===== src/rtl/spi_burst_pkg.sv =====
package spi_burst_pkg;

    localparam int BYTE_W      = 8;
    localparam int LEN_W       = 2 * BYTE_W;
    localparam int SETUP_BYTES = 4;
    localparam int SIDX_W      = $clog2(SETUP_BYTES);

    localparam logic [BYTE_W-1:0] LEN_LO_CMD = 8'h8C;
    localparam logic [BYTE_W-1:0] LEN_HI_CMD = 8'h8D;
    localparam logic [BYTE_W-1:0] FLUSH_VAL  = 8'h00;

    typedef enum logic [1:0] {
        PH_IDLE,
        PH_SETUP,
        PH_FLUSH,
        PH_DATA
    } phase_e;

    typedef struct packed {
        logic              valid;
        logic [BYTE_W-1:0] data;
        logic              last;
    } rx_beat_t;

    // Byte sent at a given position of the length-programming preamble.
    function automatic logic [BYTE_W-1:0] setup_byte(
        input logic [SIDX_W-1:0] idx,
        input logic [LEN_W-1:0]  len_m1
    );
        case (idx)
            2'd0:    setup_byte = LEN_LO_CMD;
            2'd1:    setup_byte = len_m1[BYTE_W-1:0];
            2'd2:    setup_byte = LEN_HI_CMD;
            default: setup_byte = len_m1[LEN_W-1:BYTE_W];
        endcase
    endfunction

endpackage


===== src/rtl/spi_bit_shifter.sv =====
module spi_bit_shifter #(
    parameter int W = spi_burst_pkg::BYTE_W
) (
    input  logic         clk,
    input  logic         rst,
    input  logic         start,
    input  logic [W-1:0] start_byte,
    input  logic         nxt_more,
    input  logic [W-1:0] nxt_byte,
    input  logic         miso,
    output logic         sck,
    output logic         cs_n,
    output logic         mosi,
    output logic         byte_end,
    output logic [W-1:0] rx_word
);
    localparam int CW = $clog2(W);
    localparam logic [CW-1:0] LAST_BIT = CW'(W - 1);

    logic          active_q;
    logic          sck_q;
    logic [W-1:0]  tx_q;
    logic [W-1:0]  rx_q;
    logic [CW-1:0] bit_q;

    assign byte_end = active_q && sck_q && (bit_q == LAST_BIT);
    assign rx_word  = {rx_q[W-2:0], miso};
    assign sck      = sck_q;
    assign cs_n     = ~active_q;
    assign mosi     = active_q & tx_q[W-1];

    always_ff @(posedge clk) begin
        if (rst) begin
            active_q <= 1'b0;
            sck_q    <= 1'b0;
            tx_q     <= '0;
            rx_q     <= '0;
            bit_q    <= '0;
        end else if (!active_q) begin
            sck_q <= 1'b0;
            if (start) begin
                active_q <= 1'b1;
                tx_q     <= start_byte;
                rx_q     <= '0;
                bit_q    <= '0;
            end
        end else if (!sck_q) begin
            sck_q <= 1'b1;
        end else begin
            sck_q <= 1'b0;
            rx_q  <= rx_word;
            if (byte_end) begin
                bit_q <= '0;
                if (nxt_more) begin
                    tx_q <= nxt_byte;
                end else begin
                    active_q <= 1'b0;
                    tx_q     <= '0;
                end
            end else begin
                bit_q <= bit_q + 1'b1;
                tx_q  <= {tx_q[W-2:0], 1'b0};
            end
        end
    end


    sck_toggle_chk: assert property (@(posedge clk) disable iff (rst)
        (active_q && $past(active_q)) |-> (sck_q != $past(sck_q)));


    idle_sck_chk: assert property (@(posedge clk) disable iff (rst)
        !active_q |-> !sck_q);


    mosi_stable_chk: assert property (@(posedge clk) disable iff (rst)
        (active_q && $past(active_q) && sck_q) |-> $stable(mosi));

endmodule


===== src/rtl/burst_sequencer.sv =====
module burst_sequencer
    import spi_burst_pkg::*;
(
    input  logic              clk,
    input  logic              rst,
    input  logic              req_valid,
    input  logic [LEN_W-1:0]  req_len,
    input  logic              byte_end,
    input  logic [BYTE_W-1:0] rx_word,
    output logic              start,
    output logic [BYTE_W-1:0] start_byte,
    output logic              nxt_more,
    output logic [BYTE_W-1:0] nxt_byte,
    output logic              busy,
    output logic              done,
    output rx_beat_t          beat
);
    localparam logic [SIDX_W-1:0] LAST_SETUP = SIDX_W'(SETUP_BYTES - 1);

    phase_e             phase_q;
    logic [SIDX_W-1:0]  sidx_q;
    logic [LEN_W-1:0]   len_m1_q;
    logic [LEN_W-1:0]   remain_q;
    logic               done_q;
    rx_beat_t           beat_q;

    assign busy       = (phase_q != PH_IDLE);
    assign start      = (phase_q == PH_IDLE) && req_valid && (req_len != '0);
    assign start_byte = setup_byte('0, req_len - 1'b1);
    assign done       = done_q;
    assign beat       = beat_q;

    always_comb begin
        nxt_more = 1'b0;
        nxt_byte = FLUSH_VAL;
        case (phase_q)
            PH_SETUP: begin
                nxt_more = 1'b1;
                if (sidx_q != LAST_SETUP)
                    nxt_byte = setup_byte(sidx_q + 1'b1, len_m1_q);
            end
            PH_FLUSH: nxt_more = 1'b1;
            PH_DATA:  nxt_more = (remain_q != LEN_W'(1));
            default:  nxt_more = 1'b0;
        endcase
    end

    always_ff @(posedge clk) begin
        if (rst) begin
            phase_q  <= PH_IDLE;
            sidx_q   <= '0;
            len_m1_q <= '0;
            remain_q <= '0;
            done_q   <= 1'b0;
            beat_q   <= '0;
        end else begin
            done_q       <= 1'b0;
            beat_q.valid <= 1'b0;
            beat_q.last  <= 1'b0;
            case (phase_q)
                PH_IDLE: begin
                    if (req_valid) begin
                        if (req_len == '0) begin
                            done_q <= 1'b1;
                        end else begin
                            phase_q  <= PH_SETUP;
                            sidx_q   <= '0;
                            len_m1_q <= req_len - 1'b1;
                            remain_q <= req_len;
                        end
                    end
                end
                PH_SETUP: begin
                    if (byte_end) begin
                        if (sidx_q == LAST_SETUP) phase_q <= PH_FLUSH;
                        sidx_q <= sidx_q + 1'b1;
                    end
                end
                PH_FLUSH: begin
                    if (byte_end) phase_q <= PH_DATA;
                end
                default: begin
                    if (byte_end) begin
                        beat_q.valid <= 1'b1;
                        beat_q.data  <= rx_word;
                        beat_q.last  <= (remain_q == LEN_W'(1));
                        remain_q     <= remain_q - 1'b1;
                        if (remain_q == LEN_W'(1)) begin
                            phase_q <= PH_IDLE;
                            done_q  <= 1'b1;
                        end
                    end
                end
            endcase
        end
    end


    rx_pulse_chk: assert property (@(posedge clk) disable iff (rst)
        beat_q.valid |=> !beat_q.valid);


    last_done_chk: assert property (@(posedge clk) disable iff (rst)
        (beat_q.valid && beat_q.last) |-> done_q);


    hold_len_chk: assert property (@(posedge clk) disable iff (rst)
        (busy && $past(busy)) |-> $stable(len_m1_q));

endmodule


===== src/rtl/spi_burst_reader.sv =====
module spi_burst_reader
    import spi_burst_pkg::*;
(
    input  logic              clk,
    input  logic              rst,
    input  logic              req_valid,
    input  logic [LEN_W-1:0]  req_len,
    output logic              busy,
    output logic              done,
    output logic              sck,
    output logic              cs_n,
    output logic              mosi,
    input  logic              miso,
    output logic              rx_valid,
    output logic [BYTE_W-1:0] rx_data,
    output logic              rx_last
);
    logic              start;
    logic [BYTE_W-1:0] start_byte;
    logic              nxt_more;
    logic [BYTE_W-1:0] nxt_byte;
    logic              byte_end;
    logic [BYTE_W-1:0] rx_word;
    rx_beat_t          beat;

    burst_sequencer u_seq (
        .clk        (clk),
        .rst        (rst),
        .req_valid  (req_valid),
        .req_len    (req_len),
        .byte_end   (byte_end),
        .rx_word    (rx_word),
        .start      (start),
        .start_byte (start_byte),
        .nxt_more   (nxt_more),
        .nxt_byte   (nxt_byte),
        .busy       (busy),
        .done       (done),
        .beat       (beat)
    );

    spi_bit_shifter #(.W(BYTE_W)) u_shift (
        .clk        (clk),
        .rst        (rst),
        .start      (start),
        .start_byte (start_byte),
        .nxt_more   (nxt_more),
        .nxt_byte   (nxt_byte),
        .miso       (miso),
        .sck        (sck),
        .cs_n       (cs_n),
        .mosi       (mosi),
        .byte_end   (byte_end),
        .rx_word    (rx_word)
    );

    assign rx_valid = beat.valid;
    assign rx_data  = beat.data;
    assign rx_last  = beat.last;


    idle_lines_chk: assert property (@(posedge clk) disable iff (rst)
        cs_n |-> (!sck && !mosi));


    rx_in_frame_chk: assert property (@(posedge clk) disable iff (rst)
        rx_valid |-> $past(!cs_n));


    zero_len_chk: assert property (@(posedge clk) disable iff (rst)
        (done && !rx_valid) |-> cs_n);

endmodule


===== config.mk =====
export PLATFORM = sky130hd
export DESIGN_NAME = spi_burst_reader
export DESIGN_NICKNAME = d
export VERILOG_FILES = /design/src/rtl/spi_burst_pkg.sv /design/src/rtl/spi_bit_shifter.sv /design/src/rtl/burst_sequencer.sv /design/src/rtl/spi_burst_reader.sv
export SDC_FILE = /design/constraint.sdc
export NUM_CORES = 1
export LEC_CHECK = 0
export BUFFER_PORTS_ARGS = -buffer_cell sky130_fd_sc_hd__buf_2
export CORE_MARGIN = 2
export CORE_UTILIZATION = 50
export CTS_CLUSTER_SIZE = 28
export DETAILED_ROUTE_END_ITERATION = 10
export HOLD_SLACK_MARGIN = 0.12
export PLACE_DENSITY_LB_ADDON = 0.15
export SLEW_MARGIN = 5
export SYNTH_ARGS = -nofsm -noshare
export SYNTH_HDL_FRONTEND = slang
export SYNTH_SLANG_ARGS = --single-unit

===== constraint.sdc =====
create_clock -name clk -period 6.14 [get_ports clk]
set_input_delay 1.842 -clock clk [delete_from_list [all_inputs] [get_ports clk]]
set_output_delay 1.842 -clock clk [all_outputs]
set_load 0.1 [all_outputs]

# Word level (Yosys, flattened, before mapping)
# Cells that the tools add are included.
dict set report totals {
  input_bits 20
  mem_bits_rw 0
  memories 0
  output_inout_bits 15
  latch_bits 0
  reg_bits 67
  mem_bits_ro 0
}
dict set report op_classes {
  div 0
  n_mux 44
  n_mul 0
  bitwise_logic 6
  reduce_logical 24
  magnitude_cmp 0
  n_eq_ne 16
  shift 0
  add_sub_neg 4
}
# operator n
set op_table {}
lappend op_table {{two-way mux 8 bit} 7}
lappend op_table {{two-way mux 16 bit} 3}
lappend op_table {{case mux 16 bit (2 select lines)} 1}
lappend op_table {{subtractor 16 x 1 -> 16 bit (second input constant)} 2}
lappend op_table {{case mux 8 bit (3 select lines)} 1}
lappend op_table {{two-way mux 7 bit} 3}
lappend op_table {{two-way mux 2 bit} 10}
lappend op_table {{== test 16 x 1 -> 1 bit (second input constant)} 1}
lappend op_table {{zero test 16 bit} 1}
lappend op_table {{inequality test 16 x 1 -> 1 bit (second input constant)} 1}
lappend op_table {{nonzero test 16 bit} 1}
lappend op_table {{two-way mux 3 bit} 4}
lappend op_table {{inequality test 2 bit (second input constant)} 6}
lappend op_table {{two-way mux 1 bit} 10}
lappend op_table {{two-way mux 10 bit} 1}
lappend op_table {{== test 2 bit (second input constant)} 4}
lappend op_table {{AND reduction 4 bit} 2}
lappend op_table {{nonzero test 2 bit} 4}
lappend op_table {{AND reduction 7 bit} 1}
lappend op_table {{case mux 2 bit (3 select lines)} 1}
lappend op_table {{inverter 1 bit} 5}
lappend op_table {{OR reduction 5 bit} 1}
lappend op_table {{== test 2 x 1 -> 1 bit (second input constant)} 2}
lappend op_table {{logical AND 1 bit} 4}
lappend op_table {{other kinds (14)} 18}

# Depth between registers and ports, before layout
# Gate-level depths: netlist of run 1.
dict set report depth {
  word_depth 9
  ltp_mapped 10
  depth_no_buf 7
}

# Hierarchy
# From an unflattened synthesis of run 1, not the netlist that was laid out.
dict set report unflattened {
  hier_cells 491
  area_unflattened_um2 4012.6
}
# mod cells_each area_per_inst_um2 instances seq_area_each_um2
set modules_own_cells {}
lappend modules_own_cells {burst_sequencer 378 2964.1 1 940.9}
lappend modules_own_cells {spi_bit_shifter 113 1048.5 1 400.4}

# Worst setup path after synthesis of run 1
# OpenSTA, ideal clock, no wires.
dict set report synth_timing {
  path_kind {input-to-reg}
  startpoint {input req_len[0]}
  endpoint {register u_seq.remain_q[7]}
  path_slack_ns 2.658
  t_required_ns 6.025
  path_stages 8
  n_path_buf 1
  arrival_ns 3.367
  setup_ns 0.115
  cell_sequence {inv_1 > ha_1 > nor4b_2 > nand4_1 > a21boi_2 > buf_2 > nor3_1 > o21a_1}
}
dict set report synth_via {
  elab_chain_len 3
}
# item line
set synth_rtl {}
lappend synth_rtl {{start, declared} spi_burst_reader.sv:7} ;# input logic [LEN_W-1:0] req_len,
lappend synth_rtl {{zero test 16 bit} burst_sequencer.sv:63} ;# if (req_len == '0) begin
lappend synth_rtl {{inequality test 2 bit (no source line)} -}
lappend synth_rtl {{AND reduction 4 bit (no source line)} -}
lappend synth_rtl {{end signal, assigned} burst_sequencer.sv:69} ;# remain_q <= req_len;
lappend synth_rtl {{end signal, assigned} burst_sequencer.sv:87} ;# remain_q <= remain_q - 1'b1;
lappend synth_rtl {{end, declared} burst_sequencer.sv:23} ;# logic [LEN_W-1:0] remain_q;
# Every way passes these cells.
# A chain may end at the register's enable or synchronous reset.

# Worst setup path after layout of run 1
dict set report layout_timing {
  startpoint {input req_len[0]}
  endpoint {register u_seq.remain_q[10]}
}
# Same word-level chain as after synthesis.

==> metrics.log, run 1 <==
INFO  metric tightestPinTransition = 1.12 ns
INFO  metric fin_tns_setup = 0 ns
INFO  metric maxcap_violations = 0
INFO  metric total_standard_cell_area_after_synthesis = 3560 um^2
INFO  metric pin_count_of_the_biggest_net_entering_global_routing = 64
INFO  metric dr.first_iter.drc_count = 181
INFO  metric grt_remaining_overflow = 0
INFO  metric async_reset_ff_share = 0%
INFO  metric syn-instance-count = 436
INFO  metric cts.clk_slew.worst_paths = 0.07 ns
INFO  metric initial_antenna_violation_count = 0
INFO  metric postCtsSetupRepairBufs = 0
INFO  metric nets = 487
INFO  metric core_area = 6830 um^2
INFO  metric power_dens_cells = approximately 450 nW/um^2
INFO  metric die_height = 88.4 um
INFO  metric vias_in_the_first_global_route = 3,032
INFO  metric synth_nets = 470
INFO  metric io_buffer_count = 34
INFO  metric slew_violations = 0
INFO  metric ir_drop = about 0.34 mV
INFO  metric diodes = 0
INFO  metric finalWeightedCongestion = 0.915
INFO  metric clock_insertion_delay_worst_skew = roughly 0.35 ns
INFO  metric critPathLaunchType = input pin
INFO  metric final-setup-viol-count = 0
INFO  metric final_worst_path_period_share = 65.1%
INFO  metric layout.cells.most_common = dfxtp_1
INFO  metric mostFrequentLayoutCells = 67 x dfxtp_1, 51 x nor2_1, 47 x nand2_1, 34 x buf_2, 29 x a21oi_1
INFO  metric fp-row-count = 30
INFO  metric ctsHtreeMaxLevel = 3
INFO  metric synthFlopType = dfxtp_1
INFO  metric routed_via_density = roughly 5.9
INFO  metric worst-path-max-fanout = 26
INFO  metric cts.sinks = 67
INFO  metric cts_inserted_buffers = 9
INFO  metric route.antenna.remaining_nets = 0
INFO  metric yosysWarnings = 0
INFO  metric die_area = roughly 7800 um^2
INFO  metric clock_period_minus_worst_slack = 3.99 ns
INFO  metric hold_viol = 0
INFO  metric ctsLongestPathBuffers = 2
INFO  metric remaining_drc_errors = 0
INFO  metric postCtsHoldBufs = 0
INFO  metric area.growth.synth_to_final = 11.3%
INFO  metric final.hold.worst_slack = 0.455 ns
INFO  metric timing.slew.headroom = 24.7%
INFO  metric groute.usage.overall = 23.5%
INFO  metric fp.dieW = 88.4 um
INFO  metric root_buffer = clkbuf_8
INFO  metric postRouteWirelength = 8.67 mm
INFO  metric place.detailed.hpwl = around 6 mm
INFO  metric type_of_the_setup_path_with_the_least_slack = in2reg
INFO  metric arrival = roughly 4.2 ns
INFO  metric worst_clock_skew = 0.00728 ns
INFO  metric tritoncts_clock_tree = yes
INFO  metric yosysSeqAreaShare = 37.6%
INFO  metric drive_above_1_share = between 10% and 20%
INFO  metric holdCritPathClass = reg2reg
INFO  metric start_util = a little over half
INFO  metric fmaxAchievable = 0.250 GHz
INFO  metric grt_pass1_wl = 14.4 mm
INFO  metric cts_resizes = 0
INFO  metric routedWlPerCell = 15.6 um
INFO  metric outcome = finished clean
INFO  metric num_vias = 3,274
INFO  metric top_level_ports = 35
INFO  metric critical_path_required = 6.39 ns
INFO  metric grt_setup_unrepaired = no
INFO  metric setup.worst_path.end_class = flop
INFO  metric ys_seq_elements = 67
INFO  metric cellLeakagePower = about 0.0015 uW
INFO  metric iteration_count_of_the_initial_detailed_routing_pass = 4
INFO  metric synthesis.area_per_instance = 8.17 um^2
INFO  metric yosysUniqueCellTypes = ~60
INFO  metric number_of_enable_type_register_cells_in_the_synthesized_netlist = 0
## registers in the layout (all words and copies together), names as in the netlist
signal	cells
u_shift.tx_q	8
u_shift.sck	1
u_shift.active_q	1
u_shift.bit_q	3
u_seq.beat	10
u_seq.done	1
u_seq.phase_q	2
u_seq.remain_q	16
u_seq.sidx_q	2
u_shift.rx_q	7
u_seq.len_m1_q	16
## worst max-delay path, cell delays in order
cell      delay, ns
buf_2          0.13
inv_1          0.08
ha_1           0.20
nor4b_2        0.30
nand4_1        0.32
a21boi_2       0.93
nor2_1         0.17
a31o_2         0.28
## layout make-up
class,count,area (um^2)
Inverter,16,60.1
Tap cell,96,120
Fill cell,686,2870
Sequential cell,67,1340
Multi-Input combinational cell,323,2040
Clock buffer,10,128
Clock inverter,6,88.8
Timing Repair Buffer,36,185
## cells in the mapped netlist (3+ instances only)
cell type | instances | area, um^2
nand2_1 | 47 | 176
o311ai_1 | 3 | 26.3
and2_1 | 4 | 25.0
buf_2 | 5 | 25.0
xnor2_1 | 9 | 78.8
nand4_1 | 3 | 18.8
xor2_1 | 3 | 26.3
o31ai_1 | 3 | 22.5
a22oi_1 | 18 | 135
buf_1 | 4 | 15.0
nor3_1 | 17 | 85.1
clkbuf_1 | 21 | 78.8
a31oi_1 | 6 | 37.5
a21oi_1 | 29 | 145
a311oi_1 | 3 | 26.3
dfxtp_1 | 67 | 1340
nor2b_1 | 4 | 25.0
nor2_1 | 51 | 191
nand3_1 | 11 | 55.1
ha_1 | 14 | 175
o21a_1 | 3 | 22.5
inv_1 | 15 | 56.3
o211ai_1 | 3 | 22.5
a221oi_1 | 3 | 26.3
o21ai_0 | 16 | 80.1
o41ai_1 | 8 | 70.1
a211oi_1 | 18 | 135
nor4_1 | 8 | 50.1
## stage by stage
step           utilization [%]  instance area, um^2  setup slack [ns]  power, uW  std cells
3_3_place_gp              54.9                 3750              1.87       1360        538
2_1_floorplan                -                 3560              2.66       1220        436
3_5_place_dp              54.9                 3750              1.78       1370        538
6_report                  58.1                 3970              2.15       1770        554
5_1_grt                   58.1                 3970              1.91       1890        554
4_1_cts                   58.1                 3970              2.16       1770        554
## final timing paths
check | start | to | slack (ns) | cells past startpoint
worst max-delay path | req_len[0] | u_seq.remain_q[10] | 2.15 | 8
worst min-delay path | u_seq.beat[3] | u_seq.beat[3] | 0.46 | 2
worst max register to register | u_seq.phase_q[1] | u_seq.sidx_q[1] | 3.37 | 7
worst min register to register | u_seq.beat[3] | u_seq.beat[3] | 0.46 | 2
## metal layers
metal	wire, um	global-route usage, %	share of wire (%)
met1	4130	31.8	48
met2	4050	37.5	47
met3	331	3.36	3.8
met4	160	10.3	1.8
met5	0	0	0
## cell families (layout without fill, tap and decap cells)
logic type	count (synthesis)	in the layout	synth area share, %
adder cells (fa/ha/maj)	14	14	4.92
XOR/XNOR	12	12	2.95
flip-flops	67	67	37.6
AND/OR/NAND/NOR	166	166	23.6
multiplexers	1	1	0.281
buffers and inverters	46	68	5.02
AO/OA/AOI/OAI	130	130	25.6
## power breakdown
part	internal [uW]	switching, uW	leakage, uW
Combinational	257	524	0.000804
Sequential	515	74.1	0.000547
Clock	229	175	0.000103
Total	1000	773	0.00145
Power figures use the tool's default switching activity.
==> run 2, diff against run 1 <==
==> constraint.sdc (replaced) <==
create_clock -name clk -period 3.3 [get_ports clk]
set_input_delay 0.99 -clock clk [delete_from_list [all_inputs] [get_ports clk]]
set_output_delay 0.99 -clock clk [all_outputs]
set_load 0.1 [all_outputs]
==> run 2 against run 1 <==
Clock skew rose by 0.0018 ns. Sequential power rose by 87%. Register-to-register slack got worse by 2.5 ns. Cell area rose by 1.5%. Cell count rose by 1.3%. Hold slack got worse by 0.0028 ns. Via count rose by 1.3%. Worst setup slack got worse by 1.5 ns. Utilization rose by 0.88 points. Combinational power rose by 96%. Count of clock-buffer cells in the layout fell by 1. Critical path type is now reg2out. Highest routed layer unchanged.
==> metrics.log, run 2 (synthesized netlist as in run 1, its figures left out) <==
INFO  metric outcome = finished clean
INFO  metric route.antenna.remaining_nets = 0 (unchanged)
INFO  metric worst-path-max-fanout = 10 (-62%)
INFO  metric die_area = 7820 um^2 (unchanged)
INFO  metric r2r.worst_path.cells = 8 (+1)
INFO  metric timing.critical_path.slowest_stage_cell = buf_2
INFO  metric cp_num_buf_inv = 3 (+1)
INFO  metric fin_total_pwr = 3390 uW (+91%)
INFO  metric finalWeightedCongestion = 0.880 (-3.8%)
INFO  metric timing.slew.headroom = 52.8% (+28 points)
INFO  metric pin_count_of_the_biggest_net_entering_global_routing = 38 (-41%)
INFO  metric power_dens_cells = 842 nW/um^2 (+88%)
INFO  metric fillers = 663 (-3.4%)
INFO  metric cellInternalPower = 1920 uW (+92%)
INFO  metric ir_drop = 0.568 mV (+66%)
INFO  metric multi_input_comb_area = 2040 um^2 (unchanged)
INFO  metric cts_resizes = 0 (unchanged)
INFO  metric clock_period_minus_worst_slack = 2.69 ns
INFO  metric fin_tns_setup = 0 ns (unchanged)
INFO  metric final.hold.worst_slack = 0.452 ns (-0.00280 ns)
INFO  metric power.switching_fraction = 43.4% (-0.18 points)
INFO  metric cts.sinks = 67 (unchanged)
INFO  metric routed_via_density = 5.91 (about the same)
INFO  metric postCtsHoldBufs = 0 (unchanged)
INFO  metric place.detailed.hpwl = 6.36 mm (+6.5%)
INFO  metric die_height = 88.4 um (unchanged)
INFO  metric fp-row-count = 30 (unchanged)
INFO  metric groute.usage.overall = 24.4% (+0.93 points)
INFO  metric tritoncts_clock_tree = yes
INFO  metric power.sequential.fraction = 32.4% (-0.8 points)
INFO  metric nets = 494 (+1.4%)
INFO  metric core_area = 6830 um^2 (unchanged)
INFO  metric ctsHtreeMaxLevel = 3 (unchanged)
INFO  metric drive_above_1_share = 16.3% (+1.5 points)
INFO  metric ctsLongestPathBuffers = 2 (unchanged)
INFO  metric cts.clk_slew.worst_paths = 0.07 ns (about the same)
INFO  metric fp.dieW = 88.4 um (unchanged)
INFO  metric final_worst_path_period_share = 81.4%
INFO  metric postRouteWirelength = 8.97 mm (+3.4%)
INFO  metric layout.cells.most_common = dfxtp_1
INFO  metric maxcap_violations = 0 (unchanged)
INFO  metric root_buffer = clkbuf_8
INFO  metric number_of_cells_on_the_worst_hold_path = 2 (unchanged)
INFO  metric setup.worst_path.end_class = output pin
INFO  metric type_of_the_setup_path_with_the_least_slack = reg2out
INFO  metric remaining_drc_errors = 0 (unchanged)
INFO  metric cts_inserted_buffers = 9 (unchanged)
INFO  metric fmaxAchievable = 0.372 GHz
INFO  metric critical_path_required = 2.31 ns (-4.08 ns)
INFO  metric instances_no_fill = 561 (+1.3%)
INFO  metric num_vias = 3,316 (+1.3%)
INFO  metric clock_power_share = 22.6% (-0.2 points)
INFO  metric post-place-cells = 545 (+1.3%)
INFO  metric critical_path_depth = 4 (-4)
INFO  metric slew_violations = 0 (unchanged)
INFO  metric critPathLaunchType = flop
INFO  metric grt_pass1_wl = 14.9 mm (+3.3%)
INFO  metric hold_viol = 0 (unchanged)
INFO  metric worst_clock_skew = 0.00905 ns (+0.00177 ns)
INFO  metric grt_remaining_overflow = 0 (unchanged)
INFO  metric area.sequential = 1340 um^2 (unchanged)
INFO  metric vias_in_the_first_global_route = 3,031 (-0.033%)
INFO  metric cpLargestDelayFamily = buffers and inverters
INFO  metric mostFrequentLayoutCells = 67 x dfxtp_1, 51 x nor2_1, 47 x nand2_1, 34 x buf_2, 29 x a21oi_1
INFO  metric area.growth.synth_to_final = 13.0%
INFO  metric dr.first_iter.drc_count = 207 (+14%)
INFO  metric total_switching_power = 1470 uW (+90%)
INFO  metric clock_insertion_delay_worst_skew = 0.34 ns (about the same)
INFO  metric initial_antenna_violation_count = 0 (unchanged)
INFO  metric path_cells = inv_1, ha_1, inv_2, buf_2
INFO  metric cellLeakagePower = 0.00150 uW (+3.0%)
INFO  metric holdCritPathClass = reg2reg
INFO  metric diodes = 0 (unchanged)
INFO  metric p_comb_share = 45.0% (+1.0 points)
INFO  metric final-setup-viol-count = 0 (unchanged)
INFO  metric routedWlPerCell = 16.0 um (+2.1%)
INFO  metric top_level_ports = 35 (unchanged)
INFO  metric iteration_count_of_the_initial_detailed_routing_pass = 5 (+1)
INFO  metric postCtsSetupRepairBufs = 0 (unchanged)
INFO  metric grt_setup_unrepaired = no
INFO  metric start_util = 52.2% (unchanged)
INFO  metric arrival = 1.70 ns (-2.54 ns)
INFO  metric io_buffer_count = 34 (unchanged)
INFO  metric tightestPinTransition = 0.702 ns (-0.422 ns)
INFO  metric critical_path.max_stage_delay = 0.47 ns (-0.46 ns)
[run 2: worst paths after layout]
check              startpoint           endpoint  slack [ns]
max          u_seq.phase_q[0]               busy        0.61
min             u_seq.beat[7]      u_seq.beat[7]        0.45
max reg2reg  u_seq.phase_q[0]  u_seq.remain_q[6]        0.91
min reg2reg     u_seq.beat[7]      u_seq.beat[7]        0.45
[run 2: metal layers]
layer  up-vias  wire length (um)  track usage, %
li1       1652                 -               -
met1      1562              4260            33.8
met2        90              4180            39.3
met3        12               420            4.76
met4         0               107            6.47
met5         -                 0               0
[run 2: power by group through the flow]
stage | clock network, uW | registers [uW] | logic (uW)
after floorplan | 0 | 1090 | 1180
after global placement | 0 | 1110 | 1490
after detailed placement | 0 | 1120 | 1510
after CTS | 779 | 1100 | 1520
after global routing | 811 | 1120 | 1690
final | 765 | 1100 | 1530
[run 2: per-stage QoR]
step	util, %	instance area, um^2	setup WS, ns
global route	58.9	4030	0.500
global placement	55.7	3800	0.451
finish	58.9	4030	0.614
floorplan	-	3560	0.670
detailed placement	55.7	3800	0.301
CTS	58.9	4030	0.601
[run 2: final cells by class]
class | count | share of cell area [%]
Clock buffer | 9 | 3.08
Clock inverter | 7 | 2.49
Inverter | 16 | 1.49
Multi-Input combinational cell | 323 | 50.7
Sequential cell | 67 | 33.3
Tap cell | 96 | 2.98
Timing Repair Buffer | 43 | 5.90
[run 2: worst min-delay path, delay by kind of cell (launching register included)]
family | cells | cell delay, ns
flip-flops | 1 | 0.31
AND/OR/NAND/NOR | 1 | 0.05
AO/OA/AOI/OAI | 1 | 0.05
